[src/rtl/nfc_pkg.sv]
package nfc_pkg;

   localparam logic [7:0] OFS_DATA  = 8'h00;
   localparam logic [7:0] OFS_MODE  = 8'h04;
   localparam logic [7:0] OFS_STAT  = 8'h08;
   localparam logic [7:0] OFS_ISR   = 8'h0C;
   localparam logic [7:0] OFS_IMR   = 8'h10;
   localparam logic [7:0] OFS_TIME  = 8'h14;
   localparam logic [7:0] OFS_SRST  = 8'h18;

   localparam logic [7:0] MODE_WMASK = 8'h9F;

   typedef struct packed {
      logic       wen;
      logic [1:0] rsv;
      logic       ce;
      logic [1:0] cs;
      logic       ale;
      logic       cle;
   } mode_t;

   typedef enum logic [2:0] {
      SQ_IDLE,
      SQ_WSTB,
      SQ_HOLD,
      SQ_RSTB,
      SQ_RDONE
   } seq_state_t;

endpackage

[src/rtl/nfc_sync.sv]
module nfc_sync #(
   parameter int    STAGES  = 2,
   parameter logic  RST_VAL = 1'b1
) (
   input  logic clk,
   input  logic rst_n,
   input  logic d,
   output logic q
);
   logic [STAGES-1:0] chain_q;

   generate
      if (STAGES == 1) begin : g_single
         always_ff @(posedge clk or negedge rst_n) begin
            if (!rst_n) chain_q[0] <= RST_VAL;
            else        chain_q[0] <= d;
         end
      end else begin : g_multi
         always_ff @(posedge clk or negedge rst_n) begin
            if (!rst_n) chain_q <= {STAGES{RST_VAL}};
            else        chain_q <= {chain_q[STAGES-2:0], d};
         end
      end
   endgenerate

   assign q = chain_q[STAGES-1];
endmodule

[src/rtl/nfc_strobe_seq.sv]
module nfc_strobe_seq
   import nfc_pkg::*;
#(
   parameter int TW = 4
) (
   input  logic          clk,
   input  logic          rst_n,
   input  logic          clr,
   input  logic          start_wr,
   input  logic          start_rd,
   input  logic [7:0]    wbyte,
   input  logic [TW-1:0] spw,
   input  logic [TW-1:0] hold,
   input  logic [7:0]    dq_in,
   output logic          we_n,
   output logic          re_n,
   output logic [7:0]    dq_o,
   output logic          dq_oe,
   output logic          idle,
   output logic          rdone,
   output logic [7:0]    rbyte
);
   seq_state_t    state_q;
   logic [TW-1:0] cnt_q;
   logic [TW-1:0] hold_last;
   logic          strobe_end;

   // a hold code of zero still gives one cycle of hold
   assign hold_last  = (hold == '0) ? '0 : hold - 1'b1;
   assign strobe_end = (cnt_q == spw);

   always_ff @(posedge clk or negedge rst_n) begin
      if (!rst_n) begin
         state_q <= SQ_IDLE;
         cnt_q   <= '0;
         dq_o    <= '0;
         rbyte   <= '0;
      end else if (clr) begin
         state_q <= SQ_IDLE;
         cnt_q   <= '0;
         dq_o    <= '0;
         rbyte   <= '0;
      end else begin
         unique case (state_q)
            SQ_IDLE: begin
               cnt_q <= '0;
               if (start_wr) begin
                  state_q <= SQ_WSTB;
                  dq_o    <= wbyte;
               end else if (start_rd) begin
                  state_q <= SQ_RSTB;
               end
            end
            SQ_WSTB: begin
               if (strobe_end) begin
                  state_q <= SQ_HOLD;
                  cnt_q   <= '0;
               end else begin
                  cnt_q <= cnt_q + 1'b1;
               end
            end
            SQ_HOLD: begin
               if (cnt_q == hold_last) begin
                  state_q <= SQ_IDLE;
                  cnt_q   <= '0;
               end else begin
                  cnt_q <= cnt_q + 1'b1;
               end
            end
            SQ_RSTB: begin
               if (strobe_end) begin
                  state_q <= SQ_RDONE;
                  rbyte   <= dq_in;
                  cnt_q   <= '0;
               end else begin
                  cnt_q <= cnt_q + 1'b1;
               end
            end
            SQ_RDONE: state_q <= SQ_IDLE;
            default:  state_q <= SQ_IDLE;
         endcase
      end
   end

   assign we_n  = (state_q != SQ_WSTB);
   assign re_n  = (state_q != SQ_RSTB);
   assign dq_oe = (state_q == SQ_WSTB) || (state_q == SQ_HOLD);
   assign idle  = (state_q == SQ_IDLE);
   assign rdone = (state_q == SQ_RDONE);
endmodule

[src/rtl/nfc_regs.sv]
module nfc_regs
   import nfc_pkg::*;
#(
   parameter int         DW         = 32,
   parameter int         RST_CYCLES = 8,
   parameter logic [3:0] DEF_HOLD   = 4'd1,
   parameter logic [3:0] DEF_SPW    = 4'd3
) (
   input  logic          clk,
   input  logic          rst_n,
   input  logic          wr_en,
   input  logic [7:0]    ofs,
   input  logic [7:0]    wbyte,
   input  logic          busy,
   input  logic          ready_rise,
   output mode_t         mode,
   output logic [3:0]    spw,
   output logic [3:0]    hold,
   output logic          srst_active,
   output logic          irq,
   output logic [DW-1:0] rd_data
);
   localparam int RCW = $clog2(RST_CYCLES + 1);
   localparam logic [RCW-1:0] RST_LOAD = RCW'(RST_CYCLES);
   localparam logic [7:0] DEF_TIME = {DEF_HOLD, DEF_SPW};

   logic [7:0]     mode_q;
   logic [7:0]     time_q;
   logic           imr_q;
   logic           isr_q;
   logic [RCW-1:0] rcnt_q;

   assign srst_active = (rcnt_q != '0);

   always_ff @(posedge clk or negedge rst_n) begin
      if (!rst_n) begin
         rcnt_q <= '0;
      end else if (wr_en && ofs == OFS_SRST && wbyte[0]) begin
         rcnt_q <= RST_LOAD;
      end else if (srst_active) begin
         rcnt_q <= rcnt_q - 1'b1;
      end
   end

   always_ff @(posedge clk or negedge rst_n) begin
      if (!rst_n) begin
         mode_q <= '0;
         time_q <= DEF_TIME;
         imr_q  <= 1'b0;
         isr_q  <= 1'b0;
      end else if (srst_active) begin
         mode_q <= '0;
         time_q <= DEF_TIME;
         imr_q  <= 1'b0;
         isr_q  <= 1'b0;
      end else begin
         if (wr_en && ofs == OFS_MODE) mode_q <= wbyte & MODE_WMASK;
         if (wr_en && ofs == OFS_TIME) time_q <= wbyte;
         if (wr_en && ofs == OFS_IMR)  imr_q  <= wbyte[0];
         // a new ready edge wins over a clear in the same cycle
         if (ready_rise)
            isr_q <= 1'b1;
         else if (wr_en && ofs == OFS_ISR && wbyte[0])
            isr_q <= 1'b0;
      end
   end

   assign mode = mode_t'(mode_q);
   assign spw  = time_q[3:0];
   assign hold = time_q[7:4];
   assign irq  = isr_q & imr_q;

   always_comb begin
      rd_data = '0;
      unique case (ofs)
         OFS_MODE: rd_data[7:0] = mode_q;
         OFS_STAT: rd_data[7]   = busy;
         OFS_ISR:  rd_data[0]   = isr_q;
         OFS_IMR:  rd_data[0]   = imr_q;
         OFS_TIME: rd_data[7:0] = time_q;
         OFS_SRST: rd_data[0]   = srst_active;
         default:  rd_data      = '0;
      endcase
   end
endmodule

[src/rtl/nfbus_ctrl.sv]
module nfbus_ctrl
   import nfc_pkg::*;
#(
   parameter int         AW          = 5,
   parameter int         DW          = 32,
   parameter int         NCS         = 4,
   parameter int         SYNC_STAGES = 2,
   parameter int         RST_CYCLES  = 8,
   parameter logic [3:0] DEF_HOLD    = 4'd1,
   parameter logic [3:0] DEF_SPW     = 4'd3
) (
   input  logic           clk,
   input  logic           rst_n,
   input  logic           h_sel,
   input  logic           h_wr,
   input  logic [AW-1:0]  h_addr,
   input  logic [DW-1:0]  h_wdata,
   output logic [DW-1:0]  h_rdata,
   output logic           h_ready,
   output logic           irq,
   output logic           fl_cle,
   output logic           fl_ale,
   output logic [NCS-1:0] fl_ce_n,
   output logic           fl_we_n,
   output logic           fl_re_n,
   output logic [7:0]     fl_dq_o,
   output logic           fl_dq_oe,
   input  logic [7:0]     fl_dq_in,
   input  logic           fl_rb_n
);
   generate
      if (NCS < 1 || NCS > 4) begin : g_bad_ncs
         $error("NCS must be 1..4");
      end
      if (AW < 5 || AW > 8) begin : g_bad_aw
         $error("AW must be 5..8");
      end
      if (DW < 8) begin : g_bad_dw
         $error("DW must be at least 8");
      end
      if (SYNC_STAGES < 1) begin : g_bad_sync
         $error("SYNC_STAGES must be at least 1");
      end
      if (RST_CYCLES < 1) begin : g_bad_rst
         $error("RST_CYCLES must be at least 1");
      end
   endgenerate

   logic [7:0]    ofs;
   logic          is_data;
   logic          data_rd;
   logic          accept;
   logic          start_wr;
   logic          start_rd;
   logic          reg_wr;
   logic          seq_idle;
   logic          seq_rdone;
   logic [7:0]    rbyte;
   logic          srst_active;
   logic          rb_s;
   logic          rb_prev_q;
   mode_t         mode;
   logic [3:0]    spw;
   logic [3:0]    hold;
   logic [DW-1:0] reg_rdata;
   logic          unused_bits;

   assign unused_bits = ^h_wdata | ^mode.rsv;

   always_comb begin
      ofs = '0;
      ofs[AW-1:0] = h_addr;
   end

   assign is_data = (ofs == OFS_DATA);
   assign data_rd = h_sel && !h_wr && is_data;

   always_comb begin
      if (is_data && srst_active) h_ready = 1'b0;
      else if (data_rd)           h_ready = seq_rdone;
      else                        h_ready = seq_idle;
   end

   assign accept   = h_sel && h_ready;
   assign start_wr = accept && h_wr && is_data && (mode.cle || mode.ale || mode.wen);
   assign start_rd = data_rd && seq_idle && !srst_active;
   assign reg_wr   = accept && h_wr && !is_data;

   nfc_sync #(.STAGES(SYNC_STAGES), .RST_VAL(1'b1)) u_rb_sync (
      .clk   (clk),
      .rst_n (rst_n),
      .d     (fl_rb_n),
      .q     (rb_s)
   );

   always_ff @(posedge clk or negedge rst_n) begin
      if (!rst_n) rb_prev_q <= 1'b1;
      else        rb_prev_q <= rb_s;
   end

   nfc_regs #(
      .DW         (DW),
      .RST_CYCLES (RST_CYCLES),
      .DEF_HOLD   (DEF_HOLD),
      .DEF_SPW    (DEF_SPW)
   ) u_regs (
      .clk         (clk),
      .rst_n       (rst_n),
      .wr_en       (reg_wr),
      .ofs         (ofs),
      .wbyte       (h_wdata[7:0]),
      .busy        (!rb_s),
      .ready_rise  (rb_s && !rb_prev_q),
      .mode        (mode),
      .spw         (spw),
      .hold        (hold),
      .srst_active (srst_active),
      .irq         (irq),
      .rd_data     (reg_rdata)
   );

   nfc_strobe_seq #(.TW(4)) u_seq (
      .clk      (clk),
      .rst_n    (rst_n),
      .clr      (srst_active),
      .start_wr (start_wr),
      .start_rd (start_rd),
      .wbyte    (h_wdata[7:0]),
      .spw      (spw),
      .hold     (hold),
      .dq_in    (fl_dq_in),
      .we_n     (fl_we_n),
      .re_n     (fl_re_n),
      .dq_o     (fl_dq_o),
      .dq_oe    (fl_dq_oe),
      .idle     (seq_idle),
      .rdone    (seq_rdone),
      .rbyte    (rbyte)
   );

   always_comb begin
      if (data_rd) begin
         h_rdata = '0;
         h_rdata[7:0] = rbyte;
      end else begin
         h_rdata = reg_rdata;
      end
   end

   assign fl_cle = mode.cle;
   assign fl_ale = mode.ale;

   generate
      if (NCS == 1) begin : g_ce_single
         assign fl_ce_n[0] = !mode.ce;
      end else begin : g_ce_multi
         for (genvar i = 0; i < NCS; i++) begin : g_ce
            assign fl_ce_n[i] = !(mode.ce && (mode.cs == 2'(i)));
         end
      end
   endgenerate
endmodule

[config.mk]
export PLATFORM = sky130hd
export DESIGN_NAME = nfbus_ctrl
export DESIGN_NICKNAME = d
export VERILOG_FILES = /design/src/rtl/nfc_pkg.sv /design/src/rtl/nfc_sync.sv /design/src/rtl/nfc_strobe_seq.sv /design/src/rtl/nfc_regs.sv /design/src/rtl/nfbus_ctrl.sv
export SDC_FILE = /design/constraint.sdc
export NUM_CORES = 1
export LEC_CHECK = 0
export BUFFER_PORTS_ARGS = -buffer_cell sky130_fd_sc_hd__buf_4
export CAP_MARGIN = 10
export CORE_AREA = 2 2 82 84
export DETAILED_ROUTE_END_ITERATION = 12
export DIE_AREA = 0 0 84 86
export GPL_ROUTABILITY_DRIVEN = 0
export GPL_TIMING_DRIVEN = 0
export PLACE_DENSITY_LB_ADDON = 0.3
export SLEW_MARGIN = 20
export SYNTH_ARGS = -nofsm -noshare
export SYNTH_HDL_FRONTEND = slang
export SYNTH_SLANG_ARGS = --single-unit
[constraint.sdc]
create_clock -name clk -period 1.55 [get_ports clk]
set_input_delay 0 -clock clk [delete_from_list [all_inputs] [get_ports clk]]
set_output_delay 0 -clock clk [all_outputs]
set_load 0.05 [all_outputs]
==> results of run 1 <==
## stage by stage
stage	hold WS, ns	setup TNS, ns
CTS	0.0318	-2.31
floorplan	-0.296	-3.75
global placement	0.0394	-12.04
finish	0.0311	-2.34
detailed placement	0.0490	-13.11
global route	0.0451	-5.39
## repair_timing
item	4_1_cts	5_1_grt
hold buffers	19	0
gates resized for setup	41	28
setup endpoints to repair	43	45
hold endpoints to repair	72	0
gates cloned	0	0
setup buffers	19	6
pin swaps	20	18
## routing by layer
metal  up-vias  GRT usage (%)  wire length [um]
li1       1183              -                 -
met1      1172           25.3              3290
met2        76           35.5              3690
met3        17           3.56               332
met4         0           7.77               162
met5         -              0                 0
## flip-flops by register name, summed over array words and instances, names as in the netlist
signal and flops:
u_regs.time_q 8, u_seq.dq_o 8, u_seq.rbyte 8, u_regs.mode 6, u_regs.rcnt_q 4, u_seq.cnt_q 4
u_seq.state_q 3, u_rb_sync.chain_q 2, rb_prev_q 1, u_regs.imr_q 1, u_regs.isr_q 1
## cell families (layout without fill, tap and decap cells)
group                    after synthesis  after routing  synth area share, %
adder cells (fa/ha/maj)                3              3                 1.35
AO/OA/AOI/OAI                         32             32                 7.86
AND/OR/NAND/NOR                      115            115                 22.4
buffers and inverters                 42            138                 9.26
multiplexers                          38             38                 13.7
XOR/XNOR                              11             11                 3.48
flip-flops                            46             46                 41.8
other                                  1             24                0.135
## power breakdown
group / switching [mW] / internal, mW / leakage, nW
clock network: 0.454 / 0.318 / 0.0441
logic: 0.612 / 0.481 / 1.26
registers: 0.0568 / 1.27 / 0.604
total: 1.12 / 2.07 / 1.91
## worst max path at each step
| stage | cells past startpoint | slack (ns) | to |
|---|---|---|---|
| 2_1_floorplan | 5 | -0.31 | u_seq.rbyte[0] |
| 3_3_place_gp | 7 | -0.40 | u_regs.mode[0] |
| 3_5_place_dp | 7 | -0.45 | u_regs.mode[0] |
| 4_1_cts | 8 | -0.20 | h_ready |
| 5_1_grt | 8 | -0.28 | h_rdata[0] |
| 6_report | 8 | -0.23 | h_rdata[0] |
## layout make-up
cell class	instances	area, um^2	share of cell area, %
inverters	3	11.3	0.274
multi-input cells	223	1690	41.0
plain buffers	33	241	5.87
repair buffers	94	825	20.0
clock buffers	5	68.8	1.67
well taps	77	96.3	2.34
clock inverters	3	21.3	0.517
flip-flops and latches	46	1170	28.3
## worst max-delay path: cells and delay by family (launching register included)
family / cells / cell delay [ns]
DFF: 1 / 0.38
and+or+nand+nor: 2 / 0.26
adders and majority gates: 1 / 0.16
AOI/OAI and AO/OA: 2 / 0.31
buffers and inverters: 3 / 0.35
## cell usage after synthesis, drive strengths merged
library cell,count,area [um^2]
or3,1,6.26
conb,1,3.75
inv,3,11.3
nand2,21,81.3
nand4bb,1,11.3
nor2,40,160
nand2b,8,50.1
o21ai,8,40.0
a31oi,2,12.5
xnor2,9,78.8
a211o,1,8.76
nand3b,4,30.0
ha,3,37.5
buf,32,219
clkbuf,7,26.3
o41ai,1,8.76
a211oi,2,15.0
a22o,1,8.76
and2,2,12.5
nand4b,1,8.76
xor2,2,17.5
dfrtp,40,1000
o211ai,3,22.5
nor3b,2,15.0
nor3,15,91.3
a2111oi,1,15.0
or3b,2,17.5
dfstp,6,158
nand3,8,50.1
nand4,5,37.5
a21o,1,7.51
a21oi,9,48.8
nor4b,1,23.8
mux2i,38,380
a32o,3,30.0
or2,1,6.26
nor2b,3,18.8
==> results.md, run 1 <==
* Final ANT Viol Nets at 0
* Finished Core Util at 65.6%
* Port bufs at 50
* Pwr per Cell Area at 775 mW/mm^2
* H-tree depth at 2
* #FFs+latches synth at 46
* Max-cap violations at 0
* Most frequent cells in the layout: buf_4 (87), nor2_1 (37), mux2i_1 (36)
* Distinct cells, synth at 48
* Setup WS post-layout at -0.228 ns
* Layout area overhead at 48.5%
* Post-route design area at 0.00412 mm^2
* Vias in the first global route at 2392
* Num CTS Buffers at 5
* Via/cell ratio at 5.06
* Crit path required time at 1.55 ns
* Largest net degree at the start of global routing at 47
* Pre-CTS setup slack at -0.453 ns
* I/O pin count at 101
* Tmin final at 1.78 ns
* Commonest non-fill, non-tap cell in the layout: buf_4
* GRT Total Usage at 20.3%
* First-pass GRT wire length at 11700 um
* Clock-pin slew on the worst setup and hold paths at 0.10 ns
* Nets at 459
* Clock sinks at 46
* HPWL after DPL at 4810 um
* Final Slew Violations at 0
* 1st-pass router iterations at 4
* DIE WIDTH at 84 um
* Area after DPL at 0.00337 mm^2
* Crit. End Element: primary output
* DRC viols at 0
* Die height at 86 um
* Max VDD drop at 0.686 mV
* Register area share after synthesis at 41.8%
* YS warnings at 0
* Endpoints failing setup at 33
* Total gr overflow at 0
* Register-to-Register Path Depth at 7
* Crit path kind: flop to primary output
* Slew HR at 45.8%
* Final Hold Fails at 0
* Starting Density at 44.1%
* Routed WL at 7470 um
* Core area at 0.00628 mm^2
* Worst path most repeated cell: o211ai_1
* Root Driver: clkbuf_8
* # placed instances at 438
* Worst hold stages at 4
* Via count at 2448
* Share of cells above drive strength 1 at 42.0%
* FILL cells at 496
* CP max stage cell: dfrtp_1
* Beginning of the critical path: u_regs.rcnt_q[1]
* CTS tree: done
* Clock latency on the worst-skew pair at 0.31 ns
* R2R setup slack at -0.14 ns
* Fin crit share at 115%
* Worst-margin pin slew at 0.811 ns
* Antenna violations before repair at 0
* LEAKAGE at 1.91 nW
* RSZ-0062 raised after global routing: yes
* Syn avg cell area at 9.62 um^2
* Initial DRC count at 151
* Diodes inserted at 0
* Total die area at 0.00722 mm^2
* Final cell count without fillers at 484
* Critical path's largest stage delay at 0.38 ns
* Mapped cell area at 0.00277 mm^2
* Worst hold path class: input pin to flop
* Hold Path Origin: h_wr
* R2r endpoint: u_regs.mode[0]
* Top fanout value on the critical path at 3
* Num rows at 29
* Power Total at 3.19 mW
* CP Launch Type: flop
* Clk_skew at 0.0124 ns
* CP arrival at 1.78 ns
* Max Buffers Root-to-Sink at 2
* DR WL/cell at 15.4 um
* Origin of the critical flop-to-flop path: u_seq.state_q[1]
* Run status: complete, but fails checks
* Hold EP: u_seq.state_q[0]
* Fmax at 0.562 GHz
* Post-Syn Instances at 288
* CP cell instances: inv_2 -> ha_4 -> and2_4 -> buf_12 -> o211ai_1 -> o211ai_1 -> nand2_1 -> buf_6
* Failing checks: negative setup slack
(Power assumes the default switching activity.)
==> run 2, diff against run 1 <==
Settings changed: CORE_AREA 2 2 82 84 to 2 2 91 76, DIE_AREA 0 0 84 86 to 0 0 93 78.
==> results.md, run 2 (same netlist as run 1, synthesis figures left out) <==
* Run status: complete, but fails checks
* Failing checks: negative setup slack
* Nets at 462 (+0.65%)
* Initial DRC count at 148 (-2.0%)
* Endpoints failing setup at 29 (-12%)
* Final Hold Fails at 0 (unchanged)
* Total gr overflow at 0 (unchanged)
* Worst hold path class: input pin to flop
* Crit path required time at 1.55 ns (about the same)
* Starting Density at 44.4% (+0.22 points)
* Tmin final at 1.71 ns (-0.0669 ns)
* CP cell instances: inv_2 -> ha_4 -> and2_4 -> buf_6 -> o211ai_1 -> o211ai_1 -> nand2_1 -> buf_6
* Diodes inserted at 0 (unchanged)
* Root Driver: clkbuf_8
* Slew HR at 51.2% (+5.4 points)
* RSZ-0062 raised after global routing: yes
* Num rows at 26 (-10%)
* Final Slew Violations at 0 (unchanged)
* Fmax at 0.584 GHz (+3.9%)
* # placed instances at 445 (+1.6%)
* DIE WIDTH at 93 um (+11%)
* CTS tree: done
* Fin crit share at 110% (-4.3 points)
* LEAKAGE at 1.90 nW (-0.38%)
* Final cell count without fillers at 494 (+2.1%)
* Crit. End Element: primary output
* CP arrival at 1.71 ns (-0.07 ns)
* Largest net degree at the start of global routing at 47 (unchanged)
* Max VDD drop at 0.541 mV (-21%)
* Port bufs at 50 (unchanged)
* HPWL after DPL at 4660 um (-3.2%)
* Clk_skew at 0.0187 ns (+0.00620 ns)
* Vias in the first global route at 2380 (-0.50%)
* Max Buffers Root-to-Sink at 2 (unchanged)
* Clock latency on the worst-skew pair at 0.31 ns (about the same)
* Layout area overhead at 47.0%
* DR WL/cell at 14.7 um (-4.5%)
* Worst-margin pin slew at 0.730 ns (-0.0812 ns)
* First-pass GRT wire length at 11600 um (-0.82%)
* FILL cells at 505 (+1.8%)
* CP Launch Type: flop
* CP max stage cell: dfrtp_1
* Commonest non-fill, non-tap cell in the layout: buf_4
* Biggest regs: u_regs.time_q: 8 flops, u_seq.dq_o: 8 flops, u_seq.rbyte: 8 flops
* Max-cap violations at 0 (unchanged)
* I/O pin count at 101 (unchanged)
* Antenna violations before repair at 0 (unchanged)
* Top fanout value on the critical path at 3 (unchanged)
* Share of cells above drive strength 1 at 40.7% (-1.3 points)
* Total die area at 0.00725 mm^2 (+0.42%)
* Pwr per Cell Area at 804 mW/mm^2 (+3.7%)
* GRT Total Usage at 20.0% (-0.36 points)
* Core area at 0.00625 mm^2 (-0.50%)
* Clock sinks at 46 (unchanged)
* 1st-pass router iterations at 4 (unchanged)
* Most frequent cells in the layout: buf_4 (90), mux2i_1 (38), nor2_1 (38)
* Via/cell ratio at 4.99 (-1.4%)
* Clock-pin slew on the worst setup and hold paths at 0.10 ns (about the same)
* Critical path's largest stage delay at 0.39 ns (about the same)
* Die height at 78 um (-9.3%)
* H-tree depth at 2 (unchanged)
* Crit path kind: flop to primary output
* Num CTS Buffers at 5 (unchanged)
* Setup WS post-layout at -0.161 ns (+0.0669 ns)
* Final ANT Viol Nets at 0 (unchanged)
* Hold_ws at 0.00283 ns (-0.0282 ns)
* Via count at 2463 (+0.61%)
* DRC viols at 0 (unchanged)
* Power Total at 3.28 mW (+2.7%)
* Routed WL at 7290 um (-2.5%)
==> run 2: per-layer routing <==
metal | vias to the layer above | global-route usage [%] | share of wire, %
met1 | 1188 | 27.1 | 45
met2 | 79 | 33.3 | 48
met3 | 6 | 3.59 | 6.7
li1 | 1190 | - | -
met4 | 0 | 4.85 | 0.78
met5 | - | 0 | 0
==> run 2: repair_timing <==
| action | 4_1_cts | 5_1_grt |
|---|---|---|
| hold buffers | 18 | 0 |
| gates resized for setup | 39 | 17 |
| pin swaps | 16 | 15 |
| setup endpoints to repair | 43 | 49 |
| setup buffers | 19 | 10 |
| hold endpoints to repair | 72 | 0 |
==> run 2: power breakdown <==
group / leakage (nW) / total (mW) / switching (mW) / internal, mW
Combinational: 1.24 / 1.02 / 0.587 / 0.434
Sequential: 0.604 / 1.32 / 0.0485 / 1.27
Clock: 0.0585 / 0.938 / 0.412 / 0.526
==> run 2: path summary, 6_finish.rpt <==
path / depth (start not counted) / endpoint / start / slack (ns)
min reg2reg: 0 / u_rb_sync.chain_q[1] / u_rb_sync.chain_q[0] / 0.36
max in group asynchronous: 2 / u_seq.cnt_q[1] / rst_n / 0.84
min: 3 / u_seq.state_q[0] / h_sel / 0.003
max: 8 / h_rdata[0] / u_regs.rcnt_q[1] / -0.16
min in group asynchronous: 2 / u_seq.rbyte[5] / rst_n / 0.25
max reg2reg: 7 / u_seq.dq_o[6] / u_regs.rcnt_q[1] / -0.09
==> run 2: metrics by stage <==
stage	util [%]	cell area [um^2]	setup slack, ns	setup TNS [ns]
after floorplan	-	2900	-0.306	-3.75
after global placement	54.1	3380	-0.377	-11.72
after detailed placement	54.1	3380	-0.414	-12.60
after CTS	63.5	3970	-0.180	-1.62
after global routing	65.2	4080	-0.256	-4.29
final	65.2	4080	-0.161	-1.64
==> run 2: layout make-up <==
class / count / area (um^2) / area share, %
plain buffers: 34 / 249 / 6.11
flip-flops and latches: 46 / 1170 / 28.6
well taps: 84 / 105 / 2.58
multi-input cells: 223 / 1610 / 39.5
inverters: 3 / 11.3 / 0.276
repair buffers: 96 / 820 / 20.1
clock buffers: 7 / 86.3 / 2.12
clock inverters: 1 / 30.0 / 0.737
==> run 2: critical path, delay by kind of cell, from the launching register on <==
family / cells / cell delay [ns]
AOI/OAI and AO/OA: 2 / 0.27
adders and majority gates: 1 / 0.16
buffers and inverters: 3 / 0.34
DFF: 1 / 0.39
and+or+nand+nor: 2 / 0.25
==> run 3, diff against run 2 <==
Settings changed: CORE_AREA 2 2 91 76 to 2 2 96 80, DIE_AREA 0 0 93 78 to 0 0 98 82, PLACE_DENSITY from default to 0.87, PLACE_DENSITY_LB_ADDON 0.3 to default, SYNTH_HIERARCHICAL from default to 1.
==> results.md, run 3 <==
* Comb pwr share at 36.2% (+5.0 points)
* Run status: complete, but fails checks
* Clock sinks at 46 (unchanged)
* Worst hold path class: input pin to flop
* Initial DRC count at 173 (+17%)
* Final Slew Violations at 0 (unchanged)
* Crit path required time at 1.74 ns (+0.19 ns)
* CTS tree: done
* Diodes inserted at 0 (unchanged)
* Largest net degree at the start of global routing at 47 (unchanged)
* RSZ-0062 raised after global routing: yes
* Hold_ws at 0.0993 ns (+0.0965 ns)
* HPWL after DPL at 5870 um (+26%)
* Worst-margin pin slew at 0.685 ns (-0.0450 ns)
* Crit path kind: flop to flop
* Clock group share of total power at 22.8% (-5.8 points)
* CP Launch Type: flop
* CP arrival at 2.38 ns (+0.67 ns)
* Commonest non-fill, non-tap cell in the layout: buf_4
* DRC viols at 0 (unchanged)
* Fin crit share at 141% (+31 points)
* Post-route design area at 0.00474 mm^2 (+16%)
* Worst hold stages at 3 (unchanged)
* Final Hold Fails at 0 (unchanged)
* Fmax at 0.456 GHz (-22%)
* I/O pin count at 101 (unchanged)
* Root Driver: clkbuf_8
* Via count at 2956 (+20%)
* Register Area at 0.00116 mm^2 (-0.43%)
* Setup WS post-layout at -0.642 ns (-0.481 ns)
* Clk_skew at 0.00514 ns (-0.0135 ns)
* Max Buffers Root-to-Sink at 2 (unchanged)
* NetSw at 1.13 mW (+7.8%)
* Num rows at 28 (+7.7%)
* Max VDD drop at 0.610 mV (+13%)
* Tmin final at 2.19 ns (+0.481 ns)
* Internal power at 2.11 mW (-5.4%)
* GRT Total Usage at 21.8% (+1.8 points)
* Routed WL at 9100 um (+25%)
* Pwr per Cell Area at 683 mW/mm^2 (-15%)
* Starting Density at 45.2% (+0.81 points)
* DR WL/cell at 16.1 um (+9.4%)
* 1st-pass router iterations at 4 (unchanged)
* Multi-input logic area at 0.00211 mm^2 (+32%)
* Share of cells above drive strength 1 at 43.7% (+2.9 points)
* First-pass GRT wire length at 14000 um (+21%)
* Total gr overflow at 0 (unchanged)
* Vias in the first global route at 2937 (+23%)
* Antenna violations before repair at 0 (unchanged)
* Layout area overhead at 47.5%
* Area after DPL at 0.00392 mm^2 (+16%)
* Most frequent cells in the layout: buf_4 (95), dfrtp_1 (38), conb_1 (35)
* Register-to-Register Path Depth at 11 (+4)
* Total die area at 0.00804 mm^2 (+11%)
* Clock latency on the worst-skew pair at 0.30 ns (about the same)
* Num CTS Buffers at 5 (unchanged)
* Net switching fraction of the power at 34.9% (+2.9 points)
* Max-cap violations at 0 (unchanged)
* Crit. End Element: flop
* Via/cell ratio at 5.24 (+5.1%)
* YS warnings at 6 (+6)
* H-tree depth at 2 (unchanged)
* Biggest regs: u_regs/time_q: 8 flops, u_seq/dq_o: 8 flops, u_seq/rbyte: 8 flops
* FILL cells at 536 (+6.1%)
* Flop pwr share at 41.0% (+0.8 points)
* Port bufs at 52 (+4.0%)
* Pre-CTS setup slack at -0.961 ns (-0.548 ns)
* Post-Syn Instances at 335 (+16%)
* LEAKAGE at 2.16 nW (+14%)
* Endpoints failing setup at 46 (+59%)
* Final ANT Viol Nets at 0 (unchanged)
* Nets at 526 (+14%)
* Die height at 82 um (+5.1%)
* Clock-pin slew on the worst setup and hold paths at 0.08 ns (-0.02 ns)
* Slew HR at 53.8% (+2.5 points)
* Power Total at 3.24 mW (-1.2%)
* Final cell count without fillers at 564 (+14%)
* # placed instances at 510 (+15%)
* Core area at 0.00711 mm^2 (+14%)
* Failing checks: negative setup slack
* DIE WIDTH at 98 um (+5.4%)
* Mapped cell area at 0.00321 mm^2 (+16%)
* Top fanout value on the critical path at 4 (+1)
* Syn avg cell area at 9.59 um^2 (-0.33%)
[run 3: changes by cell type in the layout (fill, tap and decap cells not counted), moves of 7 or more]
cell | previous run | this run
nor2_1 | 38 | 18
conb_1 | 24 | 35
mux2i_1 | 38 | 19
buf_8 | 0 | 7
and2_1 | 1 | 20
nand2_1 | 18 | 28
a22o_1 | 1 | 16
mux2_4 | 0 | 7
[run 3: critical path, cell delays in order (launching register included)]
cell      delay (ns)
dfrtp_1         0.40
inv_2           0.09
ha_4            0.13
nor3b_4         0.27
clkinv_4        0.10
nand4b_1        0.24
buf_4           0.20
nor2_4          0.14
nor2_1          0.07
a221oi_2        0.24
a31o_2          0.15
nor4_2          0.04
[run 3: path summary, 6_finish.rpt]
kind	from	endpoint	slack, ns
min reg2reg	u_rb_sync/chain_q[0]	u_rb_sync/chain_q[1]	0.36
min	h_addr[3]	u_regs/imr_q	0.1
max in group asynchronous	rst_n	u_seq/cnt_q[3]	0.88
min in group asynchronous	rst_n	u_regs/rcnt_q[1]	0.23
max	u_regs/rcnt_q[0]	u_seq/state_q[1]	-0.64
max reg2reg	u_regs/rcnt_q[0]	u_seq/state_q[1]	-0.64
[run 3: final cells by class]
| class | count | share of cell area, % |
|---|---|---|
| buffer | 39 | 7.15 |
| clock buffer | 6 | 1.53 |
| clock inverter | 2 | 0.290 |
| inverter | 6 | 0.581 |
| multi-input combinational | 273 | 44.6 |
| sequential | 46 | 24.5 |
| tap | 90 | 2.38 |
| timing repair buffer | 102 | 19.0 |
[run 3: power by group through the flow]
stage          clock network (mW)  registers, mW  logic [mW]
4_1_cts                     0.755           1.32        1.12
5_1_grt                     0.816           1.33        1.28
6_report                    0.739           1.33        1.17
3_3_place_gp                    0           1.34       0.829
2_1_floorplan                   0           1.34       0.657
3_5_place_dp                    0           1.35       0.855
[run 3: timing repair]
action	CTS	global route
endpoints found under the hold margin	69	0
hold buffers	18	0
pin swaps	13	19
setup endpoints to repair	51	51
gates resized for setup	46	29
cloned	1	0
buffers inserted	21	12
[run 3: per-stage QoR]
| stage | util [%] | TNS, ns |
|---|---|---|
| global placement | 55.1 | -25.71 |
| global route | 66.6 | -19.78 |
| detailed placement | 55.1 | -28.06 |
| finish | 66.6 | -15.07 |
| CTS | 64.0 | -13.20 |
| floorplan | - | -13.09 |
[run 3: routing by layer]
layer | up-vias | global-route usage [%] | part of all wire (%)
met5 | - | 0 | 0
met4 | 0 | 6.39 | 1.1
met3 | 13 | 4.77 | 7.4
met2 | 127 | 39.6 | 52
met1 | 1412 | 26.3 | 40
li1 | 1404 | - | -
